==> src/rtl/dma_dbirq_pkg.sv <==
package dma_dbirq_pkg;

   // Register bus
   localparam int REG_AW     = 12;
   localparam int CH_SEL_W   = 8;   // channel field in the doorbell word
   localparam int STOP_BIT   = 31;  // doorbell stop request
   localparam int ABORT_LSB  = 16;  // abort flags start here in status/mask/clear
   localparam int MAX_CH     = 16;  // limited by ABORT_LSB

   // Write-direction map
   localparam int W_EN_OFF   = 'h0C;
   localparam int W_DB_OFF   = 'h10;
   localparam int W_ST_OFF   = 'h4C;
   localparam int W_MSK_OFF  = 'h54;
   localparam int W_CLR_OFF  = 'h58;
   localparam int W_DLO_OFF  = 'h60;
   localparam int W_DHI_OFF  = 'h64;
   localparam int W_ALO_OFF  = 'h68;
   localparam int W_AHI_OFF  = 'h6C;
   localparam int W_DAT_OFF  = 'h70;

   // Read-direction map
   localparam int R_EN_OFF   = 'h2C;
   localparam int R_DB_OFF   = 'h30;
   localparam int R_ST_OFF   = 'hA0;
   localparam int R_MSK_OFF  = 'hA8;
   localparam int R_CLR_OFF  = 'hAC;
   localparam int R_DLO_OFF  = 'hCC;
   localparam int R_DHI_OFF  = 'hD0;
   localparam int R_ALO_OFF  = 'hD4;
   localparam int R_AHI_OFF  = 'hD8;
   localparam int R_DAT_OFF  = 'hDC;

endpackage

==> src/rtl/dma_dir_regs.sv <==
module dma_dir_regs
   import dma_dbirq_pkg::*;
#(
   parameter int NCH     = 4,
   parameter int AW      = REG_AW,
   parameter int EN_OFF  = W_EN_OFF,
   parameter int DB_OFF  = W_DB_OFF,
   parameter int ST_OFF  = W_ST_OFF,
   parameter int MSK_OFF = W_MSK_OFF,
   parameter int CLR_OFF = W_CLR_OFF,
   parameter int DLO_OFF = W_DLO_OFF,
   parameter int DHI_OFF = W_DHI_OFF,
   parameter int ALO_OFF = W_ALO_OFF,
   parameter int AHI_OFF = W_AHI_OFF,
   parameter int DAT_OFF = W_DAT_OFF
) (
   input  logic                clk,
   input  logic                rst_n,
   input  logic                reg_wr_i,
   input  logic [AW-1:0]       reg_addr_i,
   input  logic [31:0]         reg_wdata_i,
   input  logic [NCH-1:0]      done_i,
   input  logic [NCH-1:0]      abort_i,
   input  logic [2*NCH-1:0]    pend_clr_i,
   output logic                hit_o,
   output logic [31:0]         rdata_o,
   output logic [NCH-1:0]      start_o,
   output logic [NCH-1:0]      stop_o,
   output logic [NCH-1:0]      busy_o,
   output logic [2*NCH-1:0]    pend_o,
   output logic [63:0]         done_addr_o,
   output logic [63:0]         abort_addr_o,
   output logic [16*NCH-1:0]   msg_data_o
);

   localparam int DW = (NCH + 1) / 2;   // data words holding two channel values each

   if (NCH < 1 || NCH > MAX_CH) begin : g_bad_nch
      $error("dma_dir_regs: NCH out of range");
   end

   logic              en_q;
   logic [NCH-1:0]    busy_q, start_q, stop_q;
   logic [NCH-1:0]    sdone_q, sabt_q, mdone_q, mabt_q, pdone_q, pabt_q;
   logic [31:0]       dlo_q, dhi_q, alo_q, ahi_q;
   wire  [16*NCH-1:0] dat_all;
   logic [32*DW-1:0]  dat_pad;

   logic              wr_db, wr_clr, db_stop, db_ok;
   logic [CH_SEL_W-1:0] db_ch;
   logic [NCH-1:0]    go, halt, fin_d, fin_a, busy_d;
   logic [NCH-1:0]    sdone_d, sabt_d, pdone_d, pabt_d;

   // ---------------- doorbell, status and pending logic ----------------
   always_comb begin
      wr_db   = reg_wr_i && (reg_addr_i == AW'(DB_OFF));
      wr_clr  = reg_wr_i && (reg_addr_i == AW'(CLR_OFF));
      db_ch   = reg_wdata_i[CH_SEL_W-1:0];
      db_stop = reg_wdata_i[STOP_BIT];
      db_ok   = wr_db && en_q && (int'(db_ch) < NCH);
      for (int n = 0; n < NCH; n++) begin
         logic hitn;
         hitn       = db_ok && (int'(db_ch) == n);
         go[n]      = hitn && !db_stop && !busy_q[n];
         halt[n]    = hitn && db_stop && busy_q[n] && !done_i[n];
         fin_d[n]   = busy_q[n] && done_i[n];
         fin_a[n]   = busy_q[n] && !done_i[n] && (abort_i[n] || (hitn && db_stop));
         busy_d[n]  = go[n] || (busy_q[n] && !fin_d[n] && !fin_a[n]);
         sdone_d[n] = fin_d[n] || (sdone_q[n] && !(wr_clr && reg_wdata_i[n]));
         sabt_d[n]  = fin_a[n] || (sabt_q[n] && !(wr_clr && reg_wdata_i[ABORT_LSB+n]));
         pdone_d[n] = (fin_d[n] && !sdone_q[n] && !mdone_q[n]) ||
                      (pdone_q[n] && !pend_clr_i[n]);
         pabt_d[n]  = (fin_a[n] && !sabt_q[n] && !mabt_q[n]) ||
                      (pabt_q[n] && !pend_clr_i[NCH+n]);
      end
   end

   always_ff @(posedge clk or negedge rst_n) begin
      if (!rst_n) begin
         en_q    <= 1'b0;
         busy_q  <= '0;
         start_q <= '0;
         stop_q  <= '0;
         sdone_q <= '0;
         sabt_q  <= '0;
         mdone_q <= '0;
         mabt_q  <= '0;
         pdone_q <= '0;
         pabt_q  <= '0;
         dlo_q   <= '0;
         dhi_q   <= '0;
         alo_q   <= '0;
         ahi_q   <= '0;
      end else begin
         busy_q  <= busy_d;
         start_q <= go;
         stop_q  <= halt;
         sdone_q <= sdone_d;
         sabt_q  <= sabt_d;
         pdone_q <= pdone_d;
         pabt_q  <= pabt_d;
         if (reg_wr_i) begin
            if (reg_addr_i == AW'(EN_OFF))  en_q  <= reg_wdata_i[0];
            if (reg_addr_i == AW'(DLO_OFF)) dlo_q <= reg_wdata_i;
            if (reg_addr_i == AW'(DHI_OFF)) dhi_q <= reg_wdata_i;
            if (reg_addr_i == AW'(ALO_OFF)) alo_q <= reg_wdata_i;
            if (reg_addr_i == AW'(AHI_OFF)) ahi_q <= reg_wdata_i;
            if (reg_addr_i == AW'(MSK_OFF)) begin
               mdone_q <= reg_wdata_i[NCH-1:0];
               mabt_q  <= reg_wdata_i[ABORT_LSB +: NCH];
            end
         end
      end
   end

   // ---------------- per-channel message data halves ----------------
   for (genvar n = 0; n < NCH; n++) begin : g_dat
      localparam int HALF = n % 2;
      localparam int WOFF = DAT_OFF + 4 * (n / 2);
      logic [15:0] val_q;
      always_ff @(posedge clk or negedge rst_n) begin
         if (!rst_n)
            val_q <= '0;
         else if (reg_wr_i && (reg_addr_i == AW'(WOFF)))
            val_q <= reg_wdata_i[16*HALF +: 16];
      end
      assign dat_all[16*n +: 16] = val_q;
   end

   always_comb begin
      dat_pad = '0;
      dat_pad[16*NCH-1:0] = dat_all;
   end

   // ---------------- read mux ----------------
   always_comb begin
      hit_o   = 1'b1;
      rdata_o = '0;
      if (reg_addr_i == AW'(EN_OFF))
         rdata_o[0] = en_q;
      else if (reg_addr_i == AW'(ST_OFF)) begin
         rdata_o[NCH-1:0]          = sdone_q;
         rdata_o[ABORT_LSB +: NCH] = sabt_q;
      end else if (reg_addr_i == AW'(MSK_OFF)) begin
         rdata_o[NCH-1:0]          = mdone_q;
         rdata_o[ABORT_LSB +: NCH] = mabt_q;
      end else if (reg_addr_i == AW'(DB_OFF) || reg_addr_i == AW'(CLR_OFF))
         rdata_o = '0;
      else if (reg_addr_i == AW'(DLO_OFF)) rdata_o = dlo_q;
      else if (reg_addr_i == AW'(DHI_OFF)) rdata_o = dhi_q;
      else if (reg_addr_i == AW'(ALO_OFF)) rdata_o = alo_q;
      else if (reg_addr_i == AW'(AHI_OFF)) rdata_o = ahi_q;
      else begin
         hit_o = 1'b0;
         for (int w = 0; w < DW; w++) begin
            if (reg_addr_i == AW'(DAT_OFF + 4 * w)) begin
               hit_o   = 1'b1;
               rdata_o = dat_pad[32*w +: 32];
            end
         end
      end
   end

   assign start_o      = start_q;
   assign stop_o       = stop_q;
   assign busy_o       = busy_q;
   assign pend_o       = {pabt_q, pdone_q};
   assign done_addr_o  = {dhi_q, dlo_q};
   assign abort_addr_o = {ahi_q, alo_q};
   assign msg_data_o   = dat_all;

   // ---------------- assertions ----------------
   for (genvar n = 0; n < NCH; n++) begin : g_chk
      p_start_from_idle_r3: assert property (@(posedge clk) disable iff (!rst_n)
         start_o[n] |-> (busy_o[n] && !$past(busy_o[n])));
      p_busy_needs_enable_r2: assert property (@(posedge clk) disable iff (!rst_n)
         $rose(busy_o[n]) |-> $past(en_q));
      p_stop_aborts_r4: assert property (@(posedge clk) disable iff (!rst_n)
         stop_o[n] |-> (sabt_q[n] && !busy_o[n]));
      p_done_frees_r5: assert property (@(posedge clk) disable iff (!rst_n)
         (busy_o[n] && done_i[n]) |=> (!busy_o[n] && sdone_q[n]));
      p_done_abort_apart_r5: assert property (@(posedge clk) disable iff (!rst_n)
         !(done_i[n] && abort_i[n]));
      p_mask_quiet_r7: assert property (@(posedge clk) disable iff (!rst_n)
         $rose(pdone_q[n]) |-> !$past(mdone_q[n]));
   end

endmodule

==> src/rtl/dma_msg_arb.sv <==
module dma_msg_arb #(
   parameter int NSRC = 12,
   localparam int IDXW = (NSRC > 1) ? $clog2(NSRC) : 1
) (
   input  logic             clk,
   input  logic             rst_n,
   input  logic [NSRC-1:0]  pend_i,
   input  logic             ack_i,
   output logic             req_o,
   output logic [IDXW-1:0]  idx_o,
   output logic [NSRC-1:0]  clr_o
);

   if (NSRC < 2) begin : g_bad_nsrc
      $error("dma_msg_arb: need at least two sources");
   end

   logic [IDXW-1:0] nxt;
   logic            req_q;
   logic [IDXW-1:0] idx_q;

   // lowest index wins
   always_comb begin
      nxt = '0;
      for (int i = NSRC - 1; i >= 0; i--)
         if (pend_i[i]) nxt = IDXW'(i);
   end

   always_ff @(posedge clk or negedge rst_n) begin
      if (!rst_n) begin
         req_q <= 1'b0;
         idx_q <= '0;
      end else if (req_q && ack_i) begin
         req_q <= 1'b0;
      end else if (!req_q && (|pend_i)) begin
         req_q <= 1'b1;
         idx_q <= nxt;
      end
   end

   always_comb begin
      for (int i = 0; i < NSRC; i++)
         clr_o[i] = req_q && ack_i && (int'(idx_q) == i);
   end

   assign req_o = req_q;
   assign idx_o = idx_q;

   p_ack_in_req_r8: assert property (@(posedge clk) disable iff (!rst_n)
      ack_i |-> req_o);
   p_req_hold_r8: assert property (@(posedge clk) disable iff (!rst_n)
      (req_o && !ack_i) |=> (req_o && $stable(idx_o)));
   p_req_backed_r8: assert property (@(posedge clk) disable iff (!rst_n)
      req_o |-> pend_i[idx_o]);
   p_single_retire_r9: assert property (@(posedge clk) disable iff (!rst_n)
      $onehot0(clr_o));

endmodule

==> src/rtl/dma_dbirq_ctrl.sv <==
module dma_dbirq_ctrl
   import dma_dbirq_pkg::*;
#(
   parameter int WR_CH = 4,
   parameter int RD_CH = 2,
   parameter int AW    = REG_AW
) (
   input  logic             clk,
   input  logic             rst_n,
   input  logic             reg_wr_i,
   input  logic [AW-1:0]    reg_addr_i,
   input  logic [31:0]      reg_wdata_i,
   output logic [31:0]      reg_rdata_o,
   input  logic [WR_CH-1:0] wr_done_i,
   input  logic [WR_CH-1:0] wr_abort_i,
   output logic [WR_CH-1:0] wr_start_o,
   output logic [WR_CH-1:0] wr_stop_o,
   output logic [WR_CH-1:0] wr_busy_o,
   input  logic [RD_CH-1:0] rd_done_i,
   input  logic [RD_CH-1:0] rd_abort_i,
   output logic [RD_CH-1:0] rd_start_o,
   output logic [RD_CH-1:0] rd_stop_o,
   output logic [RD_CH-1:0] rd_busy_o,
   output logic             msg_req_o,
   input  logic             msg_ack_i,
   output logic [63:0]      msg_addr_o,
   output logic [15:0]      msg_data_o
);

   localparam int WSRC = 2 * WR_CH;
   localparam int RSRC = 2 * RD_CH;
   localparam int NSRC = WSRC + RSRC;
   localparam int IDXW = $clog2(NSRC);

   if (WR_CH < 1 || WR_CH > MAX_CH || RD_CH < 1 || RD_CH > MAX_CH) begin : g_bad_cfg
      $error("dma_dbirq_ctrl: channel count out of range");
   end
   if (AW < 8) begin : g_bad_aw
      $error("dma_dbirq_ctrl: address too narrow for register map");
   end

   logic              wr_hit, rd_hit;
   logic [31:0]       wr_rdata, rd_rdata;
   logic [WSRC-1:0]   wr_pend;
   logic [RSRC-1:0]   rd_pend;
   logic [NSRC-1:0]   clr;
   logic [63:0]       wr_dadr, wr_aadr, rd_dadr, rd_aadr;
   logic [16*WR_CH-1:0] wr_dat;
   logic [16*RD_CH-1:0] rd_dat;
   logic [IDXW-1:0]   idx;

   dma_dir_regs #(
      .NCH(WR_CH), .AW(AW),
      .EN_OFF(W_EN_OFF), .DB_OFF(W_DB_OFF), .ST_OFF(W_ST_OFF),
      .MSK_OFF(W_MSK_OFF), .CLR_OFF(W_CLR_OFF),
      .DLO_OFF(W_DLO_OFF), .DHI_OFF(W_DHI_OFF),
      .ALO_OFF(W_ALO_OFF), .AHI_OFF(W_AHI_OFF), .DAT_OFF(W_DAT_OFF)
   ) wr_dir_i (
      .clk(clk), .rst_n(rst_n),
      .reg_wr_i(reg_wr_i), .reg_addr_i(reg_addr_i), .reg_wdata_i(reg_wdata_i),
      .done_i(wr_done_i), .abort_i(wr_abort_i), .pend_clr_i(clr[WSRC-1:0]),
      .hit_o(wr_hit), .rdata_o(wr_rdata),
      .start_o(wr_start_o), .stop_o(wr_stop_o), .busy_o(wr_busy_o),
      .pend_o(wr_pend), .done_addr_o(wr_dadr), .abort_addr_o(wr_aadr),
      .msg_data_o(wr_dat)
   );

   dma_dir_regs #(
      .NCH(RD_CH), .AW(AW),
      .EN_OFF(R_EN_OFF), .DB_OFF(R_DB_OFF), .ST_OFF(R_ST_OFF),
      .MSK_OFF(R_MSK_OFF), .CLR_OFF(R_CLR_OFF),
      .DLO_OFF(R_DLO_OFF), .DHI_OFF(R_DHI_OFF),
      .ALO_OFF(R_ALO_OFF), .AHI_OFF(R_AHI_OFF), .DAT_OFF(R_DAT_OFF)
   ) rd_dir_i (
      .clk(clk), .rst_n(rst_n),
      .reg_wr_i(reg_wr_i), .reg_addr_i(reg_addr_i), .reg_wdata_i(reg_wdata_i),
      .done_i(rd_done_i), .abort_i(rd_abort_i), .pend_clr_i(clr[NSRC-1:WSRC]),
      .hit_o(rd_hit), .rdata_o(rd_rdata),
      .start_o(rd_start_o), .stop_o(rd_stop_o), .busy_o(rd_busy_o),
      .pend_o(rd_pend), .done_addr_o(rd_dadr), .abort_addr_o(rd_aadr),
      .msg_data_o(rd_dat)
   );

   // source order sets priority: write done, write abort, read done, read abort
   dma_msg_arb #(.NSRC(NSRC)) arb_i (
      .clk(clk), .rst_n(rst_n),
      .pend_i({rd_pend, wr_pend}), .ack_i(msg_ack_i),
      .req_o(msg_req_o), .idx_o(idx), .clr_o(clr)
   );

   always_comb begin
      int k;
      k = int'(idx);
      if (k < WR_CH) begin
         msg_addr_o = wr_dadr;
         msg_data_o = wr_dat[16*k +: 16];
      end else if (k < WSRC) begin
         msg_addr_o = wr_aadr;
         msg_data_o = wr_dat[16*(k-WR_CH) +: 16];
      end else if (k < WSRC + RD_CH) begin
         msg_addr_o = rd_dadr;
         msg_data_o = rd_dat[16*(k-WSRC) +: 16];
      end else begin
         msg_addr_o = rd_aadr;
         msg_data_o = rd_dat[16*(k-WSRC-RD_CH) +: 16];
      end
   end

   always_comb begin
      if (wr_hit)      reg_rdata_o = wr_rdata;
      else if (rd_hit) reg_rdata_o = rd_rdata;
      else             reg_rdata_o = '0;
   end

   p_idle_after_reset_r10: assert property (@(posedge clk) disable iff (!rst_n)
      $rose(msg_req_o) |-> $past(|{rd_pend, wr_pend}));
   p_map_disjoint_r11: assert property (@(posedge clk) disable iff (!rst_n)
      !(wr_hit && rd_hit));

endmodule

==> config.mk <==
export PLATFORM = sky130hd
export DESIGN_NAME = dma_dbirq_ctrl
export DESIGN_NICKNAME = d
export VERILOG_FILES = /design/src/rtl/dma_dbirq_pkg.sv /design/src/rtl/dma_dir_regs.sv /design/src/rtl/dma_msg_arb.sv /design/src/rtl/dma_dbirq_ctrl.sv
export SDC_FILE = /design/constraint.sdc
export NUM_CORES = 1
export LEC_CHECK = 0
export BUFFER_PORTS_ARGS = -buffer_cell sky130_fd_sc_hd__buf_4
export CAP_MARGIN = 15
export CORE_UTILIZATION = 25
export CTS_CLUSTER_DIAMETER = 50
export DETAILED_ROUTE_END_ITERATION = 10
export SLEW_MARGIN = 15
export SYNTH_ARGS = -nofsm -noshare
export SYNTH_HDL_FRONTEND = slang
export SYNTH_SLANG_ARGS = --single-unit
==> constraint.sdc <==
create_clock -name clk -period 6.2 [get_ports clk]
set_clock_uncertainty 0.15 [all_clocks]
set_input_delay 1.86 -clock clk [delete_from_list [all_inputs] [get_ports clk]]
set_output_delay 1.86 -clock clk [all_outputs]
set_load 0.05 [all_outputs]
* Yosys cells after proc, flatten, opt, wreduce, memory -nomap -nowiden
Index checks and enable logic that the tools add are counted.
** Word-level totals
- Output and inout port bits :: 131
- Word-level logic and storage cells :: 438
- Register bits after elaboration :: 413
- Input port bits :: 60
** Operators by class
- Muxes and demuxes :: 74
- Reductions and logical operators :: 280
- Order comparisons :: 5
- Shift operators :: 4
- Add/subtract/negate cells :: 3
- Bitwise operators :: 1
- Equal/unequal tests :: 35
** Operator list (number)
- 32-bit two-way mux :: 15
- 64-bit two-way mux :: 3
- 1-bit logical AND :: 151
- 64-bit by 9-bit indexed part select with 16-bit output :: 2
- 12-bit by 7-bit == test with 1-bit output (second input constant) :: 9
- 12-bit by 8-bit == test with 1-bit output (second input constant) :: 8
- 1-bit zero test :: 74
- 4-bit two-way mux :: 16
- 31-bit two-way mux :: 2
- 14-bit two-way mux :: 4
- 12-bit two-way mux :: 4
- 16-bit two-way mux :: 3
- 1-bit logical OR :: 38
- 4-bit == test (second input constant) :: 8
- 32-bit by 10-bit indexed part select with 16-bit output :: 1
- 32-bit by 9-bit indexed part select with 16-bit output :: 1
- 2-bit AND reduction :: 13
- 12-bit by 6-bit == test with 1-bit output (second input constant) :: 2
- 1-bit two-way mux :: 23
- 8-bit by 3-bit == test with 1-bit output (second input constant) :: 2
- 12-bit by 4-bit == test with 1-bit output (second input constant) :: 1
- 12-bit by 5-bit == test with 1-bit output (second input constant) :: 1
- 12-bit OR reduction :: 1
- 4-bit by 3-bit == test with 1-bit output (second input constant) :: 2
- 14 further kinds :: 18

* Longest topological paths before layout
- Depth in word-level cells :: 12
- Gate-level depth with buffers :: 10
- Mapped depth without buffers :: 7

* By module
A second synthesis with hierarchy kept.
** Unflattened totals
- Cell total of the unflattened synthesis :: 1855
- Area total of the unflattened synthesis :: 22127.5 sq um
** Modules (own cells, without submodules)
- dma_dir_regs at wr_dir_i :: times used 1, cells an instance 907, area an instance 10834.1 sq um
- dma_dir_regs at rd_dir_i :: times used 1, cells an instance 544, area an instance 8089.0 sq um
- dma_dbirq_ctrl :: times used 1, cells an instance 349, area an instance 2792.7 sq um
- dma_msg_arb :: times used 1, cells an instance 55, area an instance 411.6 sq um

* Worst setup path after synthesis
No wires, ideal clock.
- Path kind :: input to output
- Start point :: in reg_addr_i[9]
- End point :: out reg_rdata_o[10]
- Arrival :: 4.423 ns
- Slack :: -0.233 ns
- Buffers on the path :: 1
- Stages :: 6
- Cells stage by stage :: nor4_4 > nand3_4 > nor2_4 > clkbuf_1 > a221oi_1 > o21ai_0
** On the way
- Word-level cells in the longest chain between the ends :: 12
- Elaborated cells on any way between the ends :: 63
- Classes of those cells :: eq/ne: 21; mux: 40; reduce/logical: 2
** Ends and longest elaborated chain
- from (decl) :: RTL line dma_dbirq_ctrl.sv:11 : input logic [AW-1:0] reg_addr_i,
- 12-bit by 8-bit == test with 1-bit output / 12-bit by 7-bit == test with 1-bit output (equally long branches) :: RTL line dma_dir_regs.sv:156 : if (reg_addr_i == AW'(DAT_OFF + 4 * w)) begin
- 32-bit two-way mux / 1-bit two-way mux (equally long branches) :: RTL line dma_dir_regs.sv:156
- 32-bit two-way mux, or another cell as far along :: RTL line dma_dir_regs.sv:152 : else if (reg_addr_i == AW'(AHI_OFF)) rdata_o = ahi_q;
- 32-bit two-way mux, or another cell as far along :: RTL line dma_dir_regs.sv:151 : else if (reg_addr_i == AW'(ALO_OFF)) rdata_o = alo_q;
- 32-bit two-way mux, or another cell as far along :: RTL line dma_dir_regs.sv:150 : else if (reg_addr_i == AW'(DHI_OFF)) rdata_o = dhi_q;
- 32-bit two-way mux, or another cell as far along :: RTL line dma_dir_regs.sv:149 : else if (reg_addr_i == AW'(DLO_OFF)) rdata_o = dlo_q;
- 32-bit two-way mux, or another cell as far along :: RTL line dma_dir_regs.sv:147 : end else if (reg_addr_i == AW'(DB_OFF) || reg_addr_i == AW'(CLR_OFF))
- 14-bit two-way mux, or another cell as far along :: RTL line dma_dir_regs.sv:144 : end else if (reg_addr_i == AW'(MSK_OFF)) begin
- 14-bit two-way mux, or another cell as far along :: RTL line dma_dir_regs.sv:141 : else if (reg_addr_i == AW'(ST_OFF)) begin
- 31-bit two-way mux, or another cell as far along :: RTL line dma_dir_regs.sv:139 : if (reg_addr_i == AW'(EN_OFF))
- 32-bit two-way mux, or another cell as far along :: RTL line dma_dbirq_ctrl.sv:111 : else if (rd_hit) reg_rdata_o = rd_rdata;
- 32-bit two-way mux (*) :: RTL line dma_dbirq_ctrl.sv:110 : if (wr_hit) reg_rdata_o = wr_rdata;
- to (decl) :: RTL line dma_dbirq_ctrl.sv:13 : output logic [31:0] reg_rdata_o,
Every way passes the cells marked *; elsewhere a longest branch is shown, timed or not.

* Final worst setup path
- Start point :: in reg_addr_i[9]
- End point :: out reg_rdata_o[3]
** On the way
- Word-level cells in the longest chain between the ends :: 12
- Elaborated cells on any way between the ends :: 63
- Classes of those cells :: eq/ne: 21; mux: 40; reduce/logical: 2
** Ends and longest elaborated chain (RTL line)
- 12-bit by 8-bit == test with 1-bit output / 12-bit by 7-bit == test with 1-bit output (equally long branches) :: dma_dir_regs.sv:156
- 32-bit two-way mux / 1-bit two-way mux (equally long branches) :: dma_dir_regs.sv:156
- 32-bit two-way mux, or another cell as far along :: dma_dir_regs.sv:152
- 32-bit two-way mux, or another cell as far along :: dma_dir_regs.sv:151
- 32-bit two-way mux, or another cell as far along :: dma_dir_regs.sv:150
- 32-bit two-way mux, or another cell as far along :: dma_dir_regs.sv:149
- 32-bit two-way mux, or another cell as far along :: dma_dir_regs.sv:147
- 14-bit two-way mux, or another cell as far along :: dma_dir_regs.sv:144
- 14-bit two-way mux, or another cell as far along :: dma_dir_regs.sv:141
- 31-bit two-way mux, or another cell as far along :: dma_dir_regs.sv:139
- 32-bit two-way mux, or another cell as far along :: dma_dbirq_ctrl.sv:111
- 32-bit two-way mux (*) :: dma_dbirq_ctrl.sv:110
Marked as above.

==> summary.txt <==
Clocking
  • # H-tree levels: 2
  • CTS tree: built
  • Clk sinks: between 400 and 500
  • Clock slew at reported path FFs: ~0.060 ns
  • Longest Clk Path Bufs: 3
  • Clock root cell: clkbuf_16
  • Total clock buffers created by CTS: 48
  • Post-CTS Hold Buffers: 0
  • Clock latency on the worst-skew pair: roughly 0.6 ns

Synthesis
  • Top_reg_cell synth: dfrtp_1
  • FF+latch count, synth: around 410
  • Synth top cells by count: dfrtp_1 (413), mux2_2 (305), o21ai_0 (170), nand2_1 (167), a21oi_1 (154)
  • Netlist cell types: 85
  • Top-area cell type share of the netlist area: 0.447
  • Syn Nets: approximately 2200
  • Mapped Cells: about 2100
  • Avg Inst Size Synth: roughly 11 um2
  • Area leader, netlist: dfrtp_1
  • Count leader, synth: dfrtp_1
  • Sequential area share after synthesis: 0.447
  • Synth warn: 1
  • Post-synth EDFFs: 0
  • Synth top area cells: dfrtp_1 (45%), mux2_2 (15%), mux2_4 (4.8%)
  • Mapped cell area: roughly 0.023 mm2
  • Ys async rst share: 1.00

Worst hold path
  • Hold Path End: wr_dir_i.pdone_q[3]
  • Hold Startpoint: wr_dir_i.sdone_q[3]
  • Worst Hold Depth: 1
  • Type of the worst min-delay path: reg -> reg

GRT
  • Vias in the first global route: 18200
  • GRT Residual Overflow: 0
  • Total GRT Usage: 0.180
  • Global-route wire length before repair: around 130000 um
  • Pin count of the biggest net entering global routing: between 100 and 150
  • Initial antenna violation count: 2

Power and ir drop
  • Switch share: 0.262
  • Seq pwr share: 0.464
  • Logic pwr share: 0.074
  • Sw Pwr: ~0.0015 W
  • Leak Pwr: approximately 13 nW
  • Clock power share: 0.462
  • Maximum vdd drop: just under 0.2 mV
  • Internal Power: about 0.0044 W
  • Final Power: 0.00590 W
  • Pwr dens: about 210 mW/mm2

Worst setup path
  • Worst path required time: ~4.2 ns
  • Reg-to-reg setup timing slack: around 4.2 ns
  • Critical-path top delay cell: or4_1
  • CP Class: in -> out
  • Capturing point of the worst reg2reg path: rd_dir_i.pabt_q[1]
  • Crit path max-delay family: simple AND/OR/NAND/NOR gates
  • Startpoint types: primary input
  • Critical Path Most Common Cell: buf_4
  • Worst path cell trace: buf_4 > or4_1 > nor2_2 > buf_4 > nand3_1 > buf_4 > o21ai_1 > o21ai_2 > buf_4 > buf_4
  • Worst setup EP type: primary output
  • CP max stage delay: approximately 0.66 ns
  • Critical register-to-register path startpoint: arb_i.idx_o[2]
  • Worst EP arrival: 4.11 ns
  • R2R cell count: 5
  • Worst Path Buf+Inv: 5
  • Worst-path fanout max: 9

Layout
  • Core Util, Final: 0.305
  • Area occupied by multi-input gates: between 0.01 and 0.015 mm2
  • Layout cell share with drive strength beyond 1: 0.358
  • Sequential standard cell area: a little over 0.01 mm2
  • Nets@finish: around 2400
  • Fillers: 9470
  • P&R area growth vs syn: 20.7%
  • Post-Layout Cell Count: 3514

Timing
  • Final hold violation count: 0
  • Final setup fails: 0
  • Max Transition Viols Final: 0
  • Setup TNS: 0 ns
  • Final setup margin: approximately 0.077 ns
  • Worst-Margin Slew: roughly 1.1 ns
  • RSZ-0062 raised after global routing: false
  • Fin crit period: between 6 and 7 ns
  • Relative slew slack: 0.242
  • Fmax: 0.163 GHz
  • Final period utilization: 0.988

Floorplanning
  • DIE WIDTH: between 300 and 400 um
  • Die span in y: about 310 um
  • Standard-cell rows: 111
  • Die Area: between 0.09 and 0.1 mm2
  • IO Pins: ~190
  • Core Region: slightly above 0.09 mm2
  • Initial Util: 0.252

Place
  • Post-place setup slack: slightly below 0.003 ns
  • Detailed Place HPWL: about 60000 um
  • Placed Cells: 3430
  • Input/output buffers: 190
  • Final GP Congestion: roughly 0.95

Drt
  • Vias: 18700
  • WL final: roughly 87000 um
  • WL/cell: 24.7 um
  • Vias per std cell: 5.33
  • Residual DRC: 0
  • Final ANT Viol Nets: 0
  • Drt pass-1 iters: 6
  • Iter 0 DRT Violations: 2011

Run status
  • Status: finished clean

Run
  • Max-cap viol count: 0
-- per-stage QoR --
stage | hold WS [ns] | instance area, um2
after CTS | 0.336 | 27900
after global placement | 0.331 | 26400
final | 0.336 | 27900
after global routing | 0.360 | 27900
after floorplan | 0.296 | 23100
after detailed placement | 0.335 | 26400
-- logic make-up (layout without fill, tap and decap cells) --
logic type | Yosys count | count (layout) | synth area share
mux | 505 | 505 | 0.260
fa+ha+maj | 6 | 6 | 0.00325
flops | 413 | 413 | 0.447
other cells | 0 | 1 | 0
buf+inv | 226 | 428 | 0.0434
compound gates | 574 | 574 | 0.160
xor+xnor | 1 | 1 | 0.000379
simple gates | 400 | 400 | 0.0856
-- cell usage in the layout (no fill, tap or decap), types with 15 or more instances in the layout --
cell,n
mux4_2,16
buf_12,20
nor3_1,16
dfrtp_1,412
o21ai_0,154
a211oi_1,15
inv_1,26
o21ai_1,22
a21oi_1,153
clkbuf_16,49
nand3_1,17
a222oi_1,21
mux2i_1,99
mux2_2,305
a22oi_1,27
nand2_1,166
a2111oi_0,17
o21a_1,34
mux2_4,74
a221oi_1,23
buf_4,297
nor2_1,103
-- sequential cells by signal (all words and copies together), names as in the netlist, 32 cells and up --
name and count:
wr_dir_i.g_dat.val_q 64, rd_dir_i.ahi_q 32, rd_dir_i.alo_q 32, rd_dir_i.dhi_q 32, rd_dir_i.dlo_q 32, rd_dir_i.g_dat.val_q 32
wr_dir_i.ahi_q 32, wr_dir_i.alo_q 32, wr_dir_i.dhi_q 32, wr_dir_i.dlo_q 32
-- repair_timing --
item / in CTS / in global routing
hold endpoints to repair: 0 / 0
setup endpoints to repair: 1 / 4
gates resized for setup: 2 / 3
pin swaps: 0 / 0
setup buffers: 0 / 0
-- how the worst max path moves through the flow --
stage	start	cells past startpoint	end	slack [ns]
2_1_floorplan	reg_addr_i[9]	5	reg_rdata_o[4]	0.05
3_3_place_gp	reg_addr_i[1]	10	reg_rdata_o[3]	-0.009
3_5_place_dp	reg_addr_i[1]	10	reg_rdata_o[3]	0.003
4_1_cts	reg_addr_i[9]	10	reg_rdata_o[3]	0.03
5_1_grt	reg_addr_i[1]	10	reg_rdata_o[3]	0.04
6_report	reg_addr_i[9]	10	reg_rdata_o[3]	0.08
-- power groups by stage --
stage / Combinational [W] / Sequential, W / Clock, W
floorplan: 0.000204 / 0.00278 / 0
CTS: 0.000433 / 0.00274 / 0.00277
global route: 0.000468 / 0.00274 / 0.00289
finish: 0.000436 / 0.00274 / 0.00273
detailed placement: 0.000432 / 0.00278 / 0
global placement: 0.000430 / 0.00278 / 0
-- area by class of cell --
class / instances / area share
Clock buffer: 67 / 0.0478
Clock inverter: 15 / 0.00489
Inverter: 27 / 0.00372
Multi-Input combinational cell: 1486 / 0.425
Tap cell: 1186 / 0.0532
Timing Repair Buffer: 319 / 0.0952
Antenna cell: 1 / 0.0000896
Sequential cell: 413 / 0.370
-- per-layer routing --
layer	GRT usage	wire, um
met4	0.0524	2270
met3	0.0320	6320
met1	0.249	37800
met2	0.287	40400
met5	0	15
(Power assumes the default switching activity.)
